**config.mk**
```make
export PLATFORM = sky130hd
export DESIGN_NAME = pt_cluster_steer
export DESIGN_NICKNAME = d
export VERILOG_FILES = /design/src/rtl/pt_cluster_steer.sv
export SDC_FILE = /design/constraint.sdc
export NUM_CORES = 1
export LEC_CHECK = 0
export ABC_AREA = 0
export CORE_AREA = 2 2 87 89
export DETAILED_ROUTE_END_ITERATION = 6
export DIE_AREA = 0 0 89 91
export MAX_ROUTING_LAYER = met4
export PLACE_DENSITY_LB_ADDON = 0.2
export REMOVE_ABC_BUFFERS = 1
export SLEW_MARGIN = 10
export SYNTH_ARGS = -nofsm -noshare
export SYNTH_HDL_FRONTEND = slang
export SYNTH_SLANG_ARGS = --single-unit
```
**constraint.sdc**
```tcl
create_clock -name vclk -period 2.89
set_input_delay 0.578 -clock vclk [all_inputs]
set_output_delay 0.578 -clock vclk [all_outputs]
set_load 0.01 [all_outputs]
```
**src/rtl/pt_cluster_steer.sv**
```systemverilog
module pt_cluster_steer #(
  parameter int NUM_MC     = 16,
  parameter int CL_SIZE    = 5,
  parameter int CHAIN_STEP = 4
) (
  input  logic [NUM_MC*CL_SIZE-1:0] pt_in,
  input  logic [2*NUM_MC-1:0]       route_sel,
  input  logic [NUM_MC-1:0]         clk_claim,
  input  logic [NUM_MC-1:0]         init_claim,
  input  logic [NUM_MC-1:0]         chain_fwd,
  output logic [NUM_MC-1:0]         mc_sum,
  output logic [NUM_MC-1:0]         fast_sum,
  output logic [NUM_MC-1:0]         ctl_clk,
  output logic [NUM_MC-1:0]         ctl_init
);
  localparam int CHAIN_LEN = NUM_MC / CHAIN_STEP;

  logic [NUM_MC-1:0] dest [NUM_MC];
  logic [NUM_MC-1:0] local_sum;
  logic [NUM_MC-1:0] alloc;

  for (genvar k = 0; k < NUM_MC; k++) begin : g_cl
    logic [CL_SIZE-1:0] terms;
    logic [CL_SIZE-1:0] keep;
    assign terms = pt_in[k*CL_SIZE +: CL_SIZE];

    always_comb begin
      keep    = '1;
      keep[1] = ~clk_claim[k];
      keep[2] = ~init_claim[k];
    end

    assign fast_sum[k] = |(terms & keep);
    assign ctl_clk[k]  = clk_claim[k] & terms[1];
    assign ctl_init[k] = init_claim[k] & terms[2];

    always_comb begin
      int off;
      int tgt;
      case (route_sel[2*k +: 2])
        2'd1:    off = 1;
        2'd2:    off = -1;
        2'd3:    off = -2;
        default: off = 0;
      endcase
      tgt = k + off;
      dest[k] = '0;
      if (tgt >= 0 && tgt < NUM_MC) dest[k][tgt] = 1'b1;
    end
  end

  always_comb begin
    for (int m = 0; m < NUM_MC; m++) begin
      local_sum[m] = 1'b0;
      for (int c = 0; c < NUM_MC; c++)
        local_sum[m] = local_sum[m] | (dest[c][m] & fast_sum[c]);
    end
  end

  always_comb begin
    for (int m = 0; m < NUM_MC; m++) begin
      logic acc;
      int   src;
      acc = 1'b0;
      for (int d = CHAIN_LEN - 1; d >= 1; d--) begin
        src = (m + NUM_MC - d*CHAIN_STEP) % NUM_MC;
        acc = chain_fwd[src] & (local_sum[src] | acc);
      end
      alloc[m] = local_sum[m] | acc;
    end
  end

  assign mc_sum = alloc & ~chain_fwd;
endmodule


```
==> reports/metrics.cfg, run 1 <==
[run_status]
status=finished, violations left
violations=setup timing

[floorplanning]
ios=224
core_um2=7140
die_w_um=89
dieArea_um2=8100
die_h_um=91
start_util=0.211
row_count=31

[critical_path]
worstSetupEndpoint=mc_sum[13]
crit_start=pt_in[49]
worstPathMaxFanout=3
cpMaxStageDelayCell=or4_4
cp_top_family=simple AND/OR/NAND/NOR gates
cpPeakStageDelay_ns=0.55
path_buf_inv=3
path_depth=9
end_kind=primary output
cp_data_required_time_ns=2.31
cp-start-kind=input pin
cp_cell_sequence=buf_6 > nor3_4 > buf_6 > a311oi_2 > or4_4 > a21o_1 > a311oi_2 > nor3_1 > buf_2
cp_data_arrival_time_ns=2.38
path_class=input pin to primary output

[layout]
fin_util=0.695
regArea_um2=0
clkbuf_count=0
diodes=0
seq_cell_count=0
area_growth_pct=230
fin_nets=701
drive_gt1_frac=0.393

[route]
ant_nets=0
drt-total-wl_mm=9.62
drc=0
viasPerCell=4.88
drt_iter0_markers=36
post_drt_wl_per_cell_um=15.1
drtPass1Iterations=4
vias=3114

[place]
port_buffers=224
routabilityCongestion=0.777
dp_hpwl_mm=7.56
pre_cts_ws_ns=-0.713

[synthesis]
synthCells=242
seq_area_frac_synth=0
ys_types=35
avgSynthCellArea_um2=6.21
ys_warn_count=0
netlist_area_um2=1500

[timing]
relSlewSlack=0.717
tightest_slew_ns=0.423
period_needed_ns=2.95
fin_ws_ns=-0.0642
grt_setup_unrepaired=yes
hold_violations=0
slew_viol_final=0
fin_crit_sh=1.02
setup_viol=1
fmax_ghz=0.339
holdWs_ns=1.81

[global_route]
grt_max_degree=7
grt_pass1_vias=3139
track_usage=0.213
antenna_found_initial=0
overflow=0
grt_pass1_wl_mm=13.9

[min_path]
hp-class=input pin to primary output

[pwr]
leakage_nw=2.38
p_per_area_nw_per_um2=143
vdd_drop_max_uv=61.7

[run]
cap_violations=0

-- power breakdown --
| part | total [mW] | internal (mW) | switching [mW] | leakage, nW |
|---|---|---|---|---|
| Combinational | 0.707 | 0.408 | 0.299 | 2.38 |
| Sequential | 0 | 0 | 0 | 0 |
| Clock | 0 | 0 | 0 | 0 |
| Total | 0.707 | 0.408 | 0.299 | 2.38 |
-- through the flow --
stage               area [um2]  setup TNS (ns)  cells  total power [mW]
finish                    4960         -0.0642    638             0.707
CTS                       4670        -0.00429    632             0.661
detailed placement        4270           -9.06    618             0.621
global placement          4270           -8.51    618             0.613
global route              4960          -0.333    638             0.754
floorplan                 1500               0    242             0.183
-- per-layer routing --
layer / routed length, um / track usage / vias to the layer above / part of all wire
met2: 5360 / 0.428 / 119 / 0.56
met4: 96 / 0.0187 / 0 / 0.010
li1: - / - / 1544 / -
met5: 0 / - / - / 0
met1: 3610 / 0.228 / 1443 / 0.38
met3: 551 / 0.0155 / 8 / 0.057
-- layout make-up --
| type | count | area, um2 |
|---|---|---|
| well taps | 99 | 124 |
| repair buffers | 297 | 2700 |
| inverters | 26 | 97.6 |
| multi-input cells | 216 | 2040 |
| fillers | 612 | 2180 |
-- how the worst min path moves through the flow --
stage | from | cells after the start | endpoint | slack (ns)
after detailed placement | pt_in[76] | 3 | ctl_clk[15] | 2.16
after global routing | route_sel[9] | 5 | mc_sum[4] | 1.84
after global placement | pt_in[77] | 3 | ctl_init[15] | 2.16
final | route_sel[9] | 5 | mc_sum[4] | 1.81
after CTS | chain_fwd[4] | 3 | mc_sum[4] | 1.84
after floorplan | chain_fwd[10] | 1 | mc_sum[10] | 1.20
-- cell usage in the layout (no fill, tap or decap), types with 7 or more instances in the layout --
cell	count
clkdlybuf4s15_1	9
and2_1	33
nor3_4	7
a32oi_1	7
nor3_2	11
nand2b_4	20
nand3_1	15
inv_2	8
nor2_1	19
a31oi_1	8
clkdlybuf4s50_1	91
dlygate4sd2_1	56
inv_1	18
dlymetal6s2s_1	32
buf_2	17
buf_6	15
a311oi_2	10
buf_4	64
clkbuf_2	12
-- cell families (layout without fill, tap and decap cells) --
family	Yosys count	in the layout	share of synthesized area
buf+inv	26	323	0.0649
simple gates	137	137	0.526
compound gates	79	79	0.409
-- cell usage after synthesis (all sizes together) --
cell type / n / area share
nand4: 3 / 0.012
and3b: 1 / 0.0058
a21o: 3 / 0.015
and3: 2 / 0.0083
a211oi: 7 / 0.035
nand2: 9 / 0.022
a32o: 3 / 0.020
a21boi: 2 / 0.010
and2: 33 / 0.14
or4: 3 / 0.020
o21bai: 1 / 0.0050
a2111o: 1 / 0.0075
a21oi: 7 / 0.023
inv: 26 / 0.065
a211o: 1 / 0.0058
nor2b: 3 / 0.012
nand2b: 22 / 0.092
nand3: 17 / 0.057
nor2: 20 / 0.050
nor3: 21 / 0.094
a221o: 1 / 0.0067
a311oi: 14 / 0.082
a31oi: 15 / 0.062
o21ai: 2 / 0.0067
a2111oi: 1 / 0.0058
o31ai: 1 / 0.0050
a32oi: 12 / 0.070
o221ai: 6 / 0.039
nand3b: 3 / 0.015
o211ai: 2 / 0.010
-- what timing repair did --
item / in CTS / in global routing
pin swaps: 67 / 58
setup endpoints to repair: 16 / 16
resized for setup: 267 / 108
buffers inserted: 14 / 7
hold buffers: 0 / 0
(Power assumes the default switching activity.)
==> run 2, diff against run 1 <==
--- a/config.mk
+++ b/config.mk
@@ -9,7 +9,6 @@
 export CORE_AREA = 2 2 87 89
 export DETAILED_ROUTE_END_ITERATION = 6
 export DIE_AREA = 0 0 89 91
-export MAX_ROUTING_LAYER = met4
 export PLACE_DENSITY_LB_ADDON = 0.2
 export REMOVE_ABC_BUFFERS = 1
 export SLEW_MARGIN = 10
==> run 2 against run 1 <==
The flow still finishes with violations (setup timing); worst hold slack hardly changed; critical path type unchanged; sequential share of layout area stayed put; fmax hardly changed; die area stayed put; critical endpoint unchanged; via count is 0.13% lower; total power hardly changed; sequential cell count stayed put.
==> reports/metrics.cfg, run 2 (same netlist as run 1, synthesis figures left out) <==
[timing]
fin_crit_sh=1.02  ; about the same
slew_viol_final=0  ; unchanged
setup_viol=1  ; unchanged
fmax_ghz=0.339  ; about the same
tightest_slew_ns=0.424  ; was 0.423 ns
relSlewSlack=0.716  ; was 0.717
hold_violations=0  ; unchanged
period_needed_ns=2.95  ; about the same
grt_setup_unrepaired=yes  ; unchanged
fin_ws_ns=-0.0635  ; was -0.0642 ns

[global_route]
track_usage=0.208  ; was 0.213
grt_max_degree=7  ; unchanged
antenna_found_initial=0  ; unchanged
grt_pass1_vias=3136  ; was 3139
grt_pass1_wl_mm=13.9  ; about the same
overflow=0  ; unchanged

[layout]
clkbuf_count=0  ; unchanged
final_common_cell=clkdlybuf4s50_1  ; unchanged
multi_input_comb_area_um2=2040  ; unchanged
final_cell_mix=clkdlybuf4s50_1 (91), buf_4 (64), dlygate4sd2_1 (56)  ; unchanged
fin_nets=701  ; unchanged
fin_util=0.695  ; unchanged
stdcell_count=638  ; unchanged
area_growth_pct=230  ; unchanged
seq_cell_count=0  ; unchanged
regArea_um2=0  ; unchanged
fill_cells=612  ; unchanged
drive_gt1_frac=0.393  ; unchanged
final_area_um2=4960  ; unchanged
diodes=0  ; unchanged

[floorplanning]
die_h_um=91  ; unchanged
row_count=31  ; unchanged
start_util=0.211  ; unchanged
dieArea_um2=8100  ; unchanged
ios=224  ; unchanged
die_w_um=89  ; unchanged
core_um2=7140  ; unchanged

[route]
ant_nets=0  ; unchanged
vias=3110  ; was 3114
drt_iter0_markers=45  ; was 36
post_drt_wl_per_cell_um=15.1  ; about the same
drc=0  ; unchanged
drt-total-wl_mm=9.62  ; about the same
viasPerCell=4.87  ; was 4.88
drtPass1Iterations=4  ; unchanged

[critical_path]
cpPeakStageDelay_ns=0.55  ; about the same
end_kind=primary output  ; unchanged
cp_cell_sequence=buf_6 > nor3_4 > buf_6 > a311oi_2 > or4_4 > a21o_1 > a311oi_2 > nor3_1 > buf_2  ; unchanged
cp_data_arrival_time_ns=2.38  ; about the same
cp-start-kind=input pin  ; unchanged
cp_data_required_time_ns=2.31  ; about the same
path_class=input pin to primary output  ; unchanged
cpMaxStageDelayCell=or4_4  ; unchanged
worstPathMaxFanout=3  ; unchanged

[pwr]
p_per_area_nw_per_um2=143  ; about the same
vdd_drop_max_uv=61.7  ; about the same
leakage_nw=2.38  ; unchanged

[place]
routabilityCongestion=0.767  ; was 0.777
placed_cell_area_um2=4270  ; unchanged
port_buffers=224  ; unchanged
dp_hpwl_mm=7.56  ; unchanged
dp.cells=618  ; unchanged

[run_status]
status=finished, violations left  ; unchanged
violations=setup timing  ; unchanged

[min_path]
whs_path_depth=5  ; unchanged
hp-start=route_sel[9]  ; unchanged
hp-class=input pin to primary output  ; unchanged
min_to=mc_sum[4]  ; unchanged

[run]
cap_violations=0  ; unchanged

[clock_tree]
hold_buffers=0  ; unchanged

[run 2: how the worst max path moves through the flow]
stage              start         end  slack [ns]  cells past startpoint
3_5_place_dp   pt_in[43]  mc_sum[13]       -0.71                      8
3_3_place_gp   pt_in[43]  mc_sum[13]       -0.69                      8
2_1_floorplan  pt_in[28]  mc_sum[13]        0.34                      6
5_1_grt        pt_in[49]  mc_sum[13]       -0.12                      9
6_report       pt_in[49]  mc_sum[13]       -0.06                      9
4_1_cts        pt_in[19]  mc_sum[13]      -0.003                      9
[run 2: repair_timing]
action / 4_1_cts / 5_1_grt
setup endpoints to repair: 16 / 16
pin swaps: 67 / 58
setup buffers: 14 / 7
resized for setup: 267 / 108
[run 2: area by class of cell]
| type | instances | share of cell area |
|---|---|---|
| Multi-Input combinational cell | 216 | 0.411 |
| Timing Repair Buffer | 297 | 0.544 |
| Inverter | 26 | 0.0197 |
| Tap cell | 99 | 0.0250 |
[run 2: routing by layer]
layer | part of all wire | global-route usage
met1 | 0.37 | 0.222
met4 | 0.010 | 0.0187
met3 | 0.064 | 0.0255
met2 | 0.56 | 0.428
met5 | 0 | 0
[run 2: report_power, final]
part	internal [mW]	switching (mW)
Combinational	0.408	0.299
Clock	0	0
Sequential	0	0
[run 2: stage by stage]
step | worst slack [ns] | total power, mW | hold slack, ns | TNS [ns]
finish | -0.0635 | 0.707 | 1.81 | -0.0635
global route | -0.121 | 0.755 | 1.84 | -0.334
CTS | -0.00251 | 0.661 | 1.84 | -0.00429
detailed placement | -0.713 | 0.621 | 2.16 | -9.06
global placement | -0.687 | 0.613 | 2.16 | -8.51
floorplan | 0.340 | 0.183 | 1.20 | 0
[run 2: worst max-delay path: cells and delay by family]
kind	cells	cell delay [ns]
AND/OR/NAND/NOR	3	0.86
AO/OA/AOI/OAI	3	0.56
buffers and inverters	3	0.37
